[src/rtl/trim_pkg.sv]
package trim_pkg;

   // synchronized view of the three interface pins
   typedef struct packed {
      logic sel_n;
      logic step;
      logic up;
   } ctl_t;

   // one saturating move of a code bounded by [0, top]
   function automatic int sat_next(input int cur, input bit up, input int top);
      if (up)  return (cur >= top) ? top : cur + 1;
      else     return (cur <= 0)   ? 0   : cur - 1;
   endfunction

endpackage

[src/rtl/trim_sync.sv]
module trim_sync #(
   parameter int WIDTH  = 3,
   parameter int STAGES = 2,
   parameter logic [WIDTH-1:0] IDLE = '1
) (
   input  logic             clk,
   input  logic             rst_n,
   input  logic [WIDTH-1:0] d,
   output logic [WIDTH-1:0] q
);
   generate
      if (STAGES < 2) begin : g_bad
         $error("trim_sync: STAGES must be at least 2");
      end
   endgenerate

   logic [WIDTH-1:0] chain [STAGES];

   genvar s;
   generate
      for (s = 0; s < STAGES; s++) begin : g_stage
         always_ff @(posedge clk) begin
            if (!rst_n)      chain[s] <= IDLE;
            else if (s == 0) chain[s] <= d;
            else             chain[s] <= chain[(s == 0) ? 0 : s-1];
         end
      end
   endgenerate

   assign q = chain[STAGES-1];
endmodule

[src/rtl/trim_counter.sv]
module trim_counter #(
   parameter int CODE_W       = 5,
   parameter int FACTORY_CODE = 16
) (
   input  logic              clk,
   input  logic              por_n,
   input  logic              rst_n,
   input  logic [CODE_W-1:0] recall,
   input  logic              move,
   input  logic              up,
   output logic [CODE_W-1:0] code
);
   localparam int TOP = (1 << CODE_W) - 1;

   logic [CODE_W-1:0] code_q;

   always_ff @(posedge clk) begin
      if (!por_n)      code_q <= CODE_W'(FACTORY_CODE);
      else if (!rst_n) code_q <= recall;
      else if (move)   code_q <= CODE_W'(trim_pkg::sat_next(int'(code_q), up, TOP));
   end

   assign code = code_q;
endmodule

[src/rtl/trim_nvstore.sv]
module trim_nvstore #(
   parameter int CODE_W       = 5,
   parameter int FACTORY_CODE = 16,
   parameter int STORE_CYCLES = 500000
) (
   input  logic              clk,
   input  logic              por_n,
   input  logic              rst_n,
   input  logic              start,
   input  logic [CODE_W-1:0] wdata,
   output logic [CODE_W-1:0] saved,
   output logic              busy
);
   localparam int TW = $clog2(STORE_CYCLES + 1);

   logic [CODE_W-1:0] nv_q;
   logic [TW-1:0]     left_q;
   logic              busy_q;

   // stored code survives warm reset; only power-on clears it
   always_ff @(posedge clk) begin
      if (!por_n)     nv_q <= CODE_W'(FACTORY_CODE);
      else if (start) nv_q <= wdata;
   end

   always_ff @(posedge clk) begin
      if (!por_n || !rst_n) begin
         busy_q <= 1'b0;
         left_q <= '0;
      end else if (start) begin
         busy_q <= 1'b1;
         left_q <= TW'(STORE_CYCLES - 1);
      end else if (busy_q) begin
         if (left_q == '0) busy_q <= 1'b0;
         else              left_q <= left_q - 1'b1;
      end
   end

   assign saved = nv_q;
   assign busy  = busy_q;
endmodule

[src/rtl/trim_ctrl.sv]
module trim_ctrl #(
   parameter int CODE_W       = 5,
   parameter int FACTORY_CODE = 16,
   parameter int STORE_CYCLES = 500000,
   parameter int SYNC_STAGES  = 2
) (
   input  logic              clk,
   input  logic              por_n,
   input  logic              rst_n,
   input  logic              sel_n_i,
   input  logic              step_i,
   input  logic              dir_up_i,
   output logic [CODE_W-1:0] code_o,
   output logic              busy_o,
   output logic              standby_o
);
   import trim_pkg::*;

   localparam int NIN = $bits(ctl_t);

   generate
      if (CODE_W < 1) begin : g_bad_w
         $error("trim_ctrl: CODE_W must be positive");
      end
      if (FACTORY_CODE < 0 || FACTORY_CODE >= (1 << CODE_W)) begin : g_bad_f
         $error("trim_ctrl: FACTORY_CODE out of range");
      end
      if (STORE_CYCLES < 1) begin : g_bad_s
         $error("trim_ctrl: STORE_CYCLES must be positive");
      end
   endgenerate

   logic rst_all_n;
   assign rst_all_n = rst_n & por_n;

   logic [NIN-1:0] synced;
   ctl_t           ctl;

   trim_sync #(.WIDTH(NIN), .STAGES(SYNC_STAGES), .IDLE('1)) u_sync (
      .clk   (clk),
      .rst_n (rst_all_n),
      .d     ({sel_n_i, step_i, dir_up_i}),
      .q     (synced)
   );
   assign ctl = ctl_t'(synced);

   // previous synchronized levels for edge detection
   logic sel_n_d, step_d;
   always_ff @(posedge clk) begin
      if (!rst_all_n) begin
         sel_n_d <= 1'b1;
         step_d  <= 1'b1;
      end else begin
         sel_n_d <= ctl.sel_n;
         step_d  <= ctl.step;
      end
   end

   logic sel_fall, sel_rise, step_fall;
   assign sel_fall  =  sel_n_d & ~ctl.sel_n;
   assign sel_rise  = ~sel_n_d &  ctl.sel_n;
   assign step_fall =  step_d  & ~ctl.step;

   logic busy;
   logic session_q;
   always_ff @(posedge clk) begin
      if (!rst_all_n)                session_q <= 1'b0;
      else if (sel_rise)             session_q <= 1'b0;
      else if (sel_fall && !busy)    session_q <= 1'b1;
   end

   logic move, store_go;
   assign move     = session_q & ~ctl.sel_n & step_fall;
   assign store_go = session_q & sel_rise & ctl.step;

   logic [CODE_W-1:0] code, saved;

   trim_counter #(.CODE_W(CODE_W), .FACTORY_CODE(FACTORY_CODE)) u_cnt (
      .clk    (clk),
      .por_n  (por_n),
      .rst_n  (rst_n),
      .recall (saved),
      .move   (move),
      .up     (ctl.up),
      .code   (code)
   );

   trim_nvstore #(.CODE_W(CODE_W), .FACTORY_CODE(FACTORY_CODE),
                  .STORE_CYCLES(STORE_CYCLES)) u_nv (
      .clk   (clk),
      .por_n (por_n),
      .rst_n (rst_n),
      .start (store_go),
      .wdata (code),
      .saved (saved),
      .busy  (busy)
   );

   assign code_o    = code;
   assign busy_o    = busy;
   assign standby_o = ~session_q & ~busy;
endmodule

[config.mk]
export PLATFORM = sky130hd
export DESIGN_NAME = trim_ctrl
export DESIGN_NICKNAME = d
export VERILOG_FILES = /design/src/rtl/trim_pkg.sv /design/src/rtl/trim_sync.sv /design/src/rtl/trim_counter.sv /design/src/rtl/trim_nvstore.sv /design/src/rtl/trim_ctrl.sv
export SDC_FILE = /design/constraint.sdc
export NUM_CORES = 1
export LEC_CHECK = 0
export BUFFER_PORTS_ARGS = -buffer_cell sky130_fd_sc_hd__buf_2
export CORE_UTILIZATION = 54
export CTS_CLUSTER_SIZE = 40
export DETAILED_ROUTE_END_ITERATION = 16
export GPL_TIMING_DRIVEN = 0
export PLACE_DENSITY = 0.75
export SYNTH_ARGS = -nofsm -noshare
export SYNTH_HDL_FRONTEND = slang
export SYNTH_SLANG_ARGS = --single-unit
export TNS_END_PERCENT = 10
[constraint.sdc]
create_clock -name clk -period 2.15 [get_ports clk]
set_clock_uncertainty 0.2 [all_clocks]
set_input_delay 0.1075 -clock clk [delete_from_list [all_inputs] [get_ports clk]]
set_output_delay 0.1075 -clock clk [all_outputs]
set_load 0.03 [all_outputs]
# After elaboration in Yosys (flattened, before gate mapping)
# Memory sizes are Yosys's and may differ from the RTL's.
# Index checks and enable logic that the tools add are counted.
[totals] in_bits=6 wordCells=60 out_inout_bits=7 latchBits=0 ram_bits=6 mem_bits_ro=0 ff_bits=33 n_memories=1
[mem_list] memory="u_sync.chain" words=2 word_bits=3 rd=2 rd_ports_with_merged_regs=0 write_ports=2 line="trim_sync.sv:17" text="logic [WIDTH-1:0] chain [STAGES];"
[op_classes] n_addsub=3 n_mux=15 reduce_logical=11 order_cmp=2 div_mod_pow=0 shifts=0 n_mul=0 n_eq_ne=2 n_bitwise=18
[ops] cell="$mux W19" n=3
[ops] cell="$mux W5" n=5
[ops] cell="$logic_not A19 Y1" n=1
[ops] cell="$sub A19 B1 Y19 const B" n=1
[ops] cell="$and A1 B1 Y1" n=9
[ops] cell="$not A1 Y1" n=7
[ops] cell="$mux W3" n=2
[ops] cell="$add A5 B1 Y5 const B" n=1
[ops] cell="$ge A5 B5 Y1 const B" n=1
[ops] cell="$le A5 B1 Y1 const B" n=1
[ops] cell="$mux W1" n=5
[ops] cell="$sub A5 B1 Y5 const B" n=1
[ops] cell="$reduce_and A2 Y1" n=2
[ops] cell="$reduce_or A2 Y1" n=2
[ops] cell="$logic_not A1 Y1" n=3
[ops] cell="$ne A2 B1 Y1 const B" n=1
[ops] cell="$ne A2 B2 Y1 const B" n=1
[ops] cell="$or A1 B1 Y1" n=2
[ops] cell="$reduce_bool A2 Y1" n=1
[ops] cell="$logic_and A1 B1 Y1" n=1
[ops] cell="$logic_or A1 B1 Y1" n=1

# Depth between registers and ports, before layout
[logic_depth] word_depth=6 mapped_depth=7

# Modules after synthesis
# A second synthesis with hierarchy kept.
[hier_totals] cells_unflattened=224 area_unflattened_um2=1980.6
[by_module_without_submodules] mod="trim_nvstore" n_inst=1 seq_area_each_um2=500.5 area_each_um2=1206.2 cells_per_inst=130
[by_module_without_submodules] mod="trim_counter" n_inst=1 seq_area_each_um2=100.1 area_each_um2=491.7 cells_per_inst=67
[by_module_without_submodules] mod="trim_sync" n_inst=1 seq_area_each_um2=120.1 area_each_um2=157.7 cells_per_inst=12
[by_module_without_submodules] mod="trim_ctrl" n_inst=1 seq_area_each_um2=60.1 area_each_um2=125.1 cells_per_inst=15

# Worst setup path before layout
# No wires, ideal clock.
[synth_timing] path_type="flip-flop to flip-flop" from="register u_nv.busy_q, in the netlist u_nv.busy" to="register u_nv.left_q[13]" slack_ps=-159 path_stages_with_launch=7 t_arrival_ps=2035 cell_sequence="dfxtp_1 > buf_6 > or4b_4 > or2_1 > buf_6 > or4_1 > a31oi_1"
[synth_between] elab_chain_cells=2
[synth_lines] element="from (decl)" line="trim_nvstore.sv:18" text="logic busy_q;"
[synth_lines] element="from (signal assigned)" line="trim_nvstore.sv:28" text="busy_q <= 1'b0;"
[synth_lines] element="from (signal assigned)" line="trim_nvstore.sv:31" text="busy_q <= 1'b1;"
[synth_lines] element="from (signal assigned)" line="trim_nvstore.sv:34" text="if (left_q == '0) busy_q <= 1'b0;"
[synth_lines] element="$reduce_bool A2 Y1 (no source line)"
[synth_lines] element="$reduce_and A2 Y1 (no source line)"
[synth_lines] element="to (signal assigned)" line="trim_nvstore.sv:32" text="left_q <= TW'(STORE_CYCLES - 1);"
[synth_lines] element="to (signal assigned)" line="trim_nvstore.sv:35" text="else left_q <= left_q - 1'b1;"
[synth_lines] element="to (decl)" line="trim_nvstore.sv:17" text="logic [TW-1:0] left_q;"
# No other way between the ends.
# A chain may end at the register's enable or synchronous reset.

# Worst setup path after layout
[layout_timing] from="register u_nv.left_q[0]" to="register u_nv.left_q[18]"
[layout_between] elab_chain_cells=4 word_cells_on_any_way=7
[layout_lines] element="$sub A19 B1 Y19" line="trim_nvstore.sv:35"
[layout_lines] element="$mux W19" line="trim_nvstore.sv:34"
[layout_lines] element="$mux W19" line="trim_nvstore.sv:33" text="end else if (busy_q) begin"
[layout_lines] element="$mux W19" line="trim_nvstore.sv:30" text="end else if (start) begin"
# Parallel ways exist; a longest one is shown, timed or not. The select of a mux whose other input is x is not followed.

==> metrics.md <==
| Metric | Value |
|---|---|
| Max Clk Rate | approximately 0.47 GHz |
| Prevailing post-synth register cell | dfxtp_1 |
| Buffers on Ports | 12 |
| Layout cell share with drive strength beyond 1 | about 18% |
| Pre-CTS setup slack | -0.235 ns |
| Post-synth EDFFs | 0 |
| Vias in the first global route | about 1600 |
| First-pass GRT wire length | about 7.6 mm |
| Relative slew slack | between 60 and 70% |
| CP Class | reg -> reg |
| Clk_lat worst skew | about 0.3 ns |
| Iteration-0 DRC Markers | approximately 220 |
| Crit path time final | roughly 2.1 ns |
| RePlAce Congestion | 0.842 |
| Die area | 4010 um^2 |
| Crit path from | u_nv.left_q[0] |
| DP HPWL | roughly 3.1 mm |
| Clock Path Buffers | 2 |
| Largest stage delay, worst path | 0.49 ns |
| Final worst slack | 0.00975 ns |
| Worst-margin pin slew | ~0.55 ns |
| Area contributors post-synth | dfxtp_1 38%, nand2_1 4.3%, o21ai_0 3.5%, ha_1 3.1%, nor4_1 3.1% |
| Storage cell area | between 700 and 800 um^2 |
| Tcrit/Tclk final | around 100% |
| Power Dens Cells | 563 nW/um^2 |
| Crit path capture type | flop |
| Post-synthesis sequential area ratio | roughly two fifths |
| DP Area | 2150 um^2 |
| Synth unique cells | 52 |
| Finished Core Util | 70.4% |
| Ports | 13 |
| Area growth syn-to-layout | 20.3% |
| Max-slew violation count | 0 |
| First-pass iteration count of the detailed router | 4 |
| H-tree Lvls | 2 |
| Post-DRT Antenna Nets | 0 |
| Hold Path Origin | por_n |
| Mapped cell area | approximately 2000 um^2 |
| FF-to-FF Start | u_nv.left_q[0] |
| Ys async rst share | 0% |
| Gr ovfl total | 0 |
| Residual DRC | 0 |
| Final setup viols | 0 |
| CP arrival | 2.17 ns |
| Die Wd | approximately 63 um |
| Peak VDD IR | between 0.4 and 0.5 mV |
| Core area | between 3000 and 4000 um^2 |
| CTS tree | yes |
| Row cnt | 21 |
| Cell leakage power | a little over 0.9 nW |
| Die Y | around 63 um |
| Number of synthesized register bits | 39 |
| Via count | ~1900 |
| Clk slew on worst S/H paths | ~0.08 ns |
| CP top delay family | simple AND/OR/NAND/NOR gates |
| Clk sinks | 39 |
| M1 WL | roughly 2.3 mm |
| Status | complete, no violations |
| Yosys top cell by area | dfxtp_1 |
| Final instance area | 2440 um^2 |
| Mean Syn Cell Area | 8.35 um^2 |
| GRT Total Usage | 24.2% |
| Syn Nets | approximately 250 |
| Commonest non-fill, non-tap cell in the layout | dfxtp_1 |
| Warnings, synthesis | 0 |
| Max-cap violations | 0 |
| WL met3 | between 200 and 250 um |
| Worst EP required | between 2 and 2.5 ns |
| Ant. Diodes | 0 |
| Highest Signal Layer | met4 |
| Post-synthesis cell count | around 240 |
| DRT Wirelength | about 4.7 mm |
| CP max FO | 5 |
| Largest net degree at the start of global routing | 15 |
| CP Cell Sequence | inv_1 -> ha_2 -> or4bb_4 -> buf_8 -> o41a_1 -> nor3_1 |
| Initial antenna violation count | 0 |
| Commonest cells after routing, fill and taps aside | 35 x dfxtp_1, 23 x nand2_1, 14 x o21ai_0 |
| # fillers | just under 300 |
| RSZ-0062 raised after global routing | true |
| Startpoint Class | flop |
| HP Class | in -> reg |
| Starting density of the core | between 50% and 60% |
| CP max stage cell | or4bb_4 |
| Final Hold Fails | 0 |
| Vias per inst | 6.06 |
| Multi-input logic area | ~1200 um^2 |
| Fin nets | ~280 |
| WL/cell | approximately 15 um |
| WP buf/inv | 2 |
| WL met2 | 2.16 mm |
| Total power | approximately 1.4 mW |
| Top-area cell type share of the netlist area | between 30 and 40% |
| FF-to-FF setup slack | approximately 0.0098 ns |
| Root buf cell | clkbuf_8 |
| Number of CTS-inserted buffers | 5 |
-- where the power goes --
group	internal [mW]	leakage (nW)	switching, mW
clock network	0.305	0.0569	0.291
logic	0.0229	0.554	0.0317
registers	0.723	0.318	0.00194
total	1.05	0.929	0.325
-- worst paths after layout --
path | to | cells past startpoint
max | u_nv.left_q[18] | 6
min reg2reg | u_sync.chain[1][1] | 1
min | u_cnt.code[2] | 5
max reg2reg | u_nv.left_q[18] | 6
-- metrics by stage --
stage           TNS, ns  hold slack (ns)  std cells
6_report              0           0.0534        318
5_1_grt          -0.422           0.0968        318
4_1_cts         -0.0441           0.0486        314
3_5_place_dp      -2.68           0.0943        301
3_3_place_gp      -2.60           0.0858        301
2_1_floorplan  -0.00646          0.00897        243
-- metal layers --
metal  global-route usage, %  vias up
li1                        -      965
met1                    33.6      899
met2                    36.8       55
met3                    4.89        7
met4                    8.52        0
met5                       0        -
-- cell usage after synthesis, drive strengths merged (2+ instances only) --
cell,count
a211oi,3
a21boi,7
a21oi,9
a31oi,7
and2,2
and3,4
buf,3
clkbuf,14
dfxtp,39
ha,5
inv,9
mux2i,5
nand2,23
nand2b,9
nand3,7
nor2,13
nor3,9
nor4,10
nor4b,2
o211ai,2
o21ai,14
o31ai,7
or3,8
or4,7
-- layout make-up --
class	count	area share [%]
Multi-Input combinational cell	178	49.8
Timing Repair Buffer	22	5.94
Clock inverter	2	0.717
Inverter	9	1.38
Clock buffer	6	3.84
Sequential cell	39	32.4
Tap cell	46	2.36
Buffer	16	3.53
-- flip-flops by register name (all words and copies together) (netlist names) --
signal and cells:
step_d 1, sel_n_d 1, u_nv.left_q 19, u_cnt.code 5
u_nv.saved 5, session_q 1, u_sync.chain 6, u_nv.busy 1
-- worst register-to-register path: stages (launching register included) --
cell and delay, ns:
dfxtp_4 0.36, inv_1 0.08, ha_2 0.19, or4bb_4 0.49, buf_8 0.16, o41a_1 0.42, nor3_1 0.17
-- logic make-up (layout without fill, tap and decap cells) --
family          after synthesis  in the layout  share of synthesized area (%)
mux                           5              5                           2.47
simple gates                105            105                           29.2
fa+ha+maj                     5              5                           3.08
buf+inv                      26             55                           5.61
flops                        39             39                           38.5
xor+xnor                      1              1                          0.432
compound gates               62             62                           20.7
-- timing repair --
action	in CTS	in global routing
pin swaps	3	7
endpoints found under the hold margin	4	0
cloned	1	0
setup endpoints to repair	15	17
gates resized for setup	10	17
setup buffers	0	5
hold buffers	4	0
Note: power is estimated with default switching activity, not from simulation.
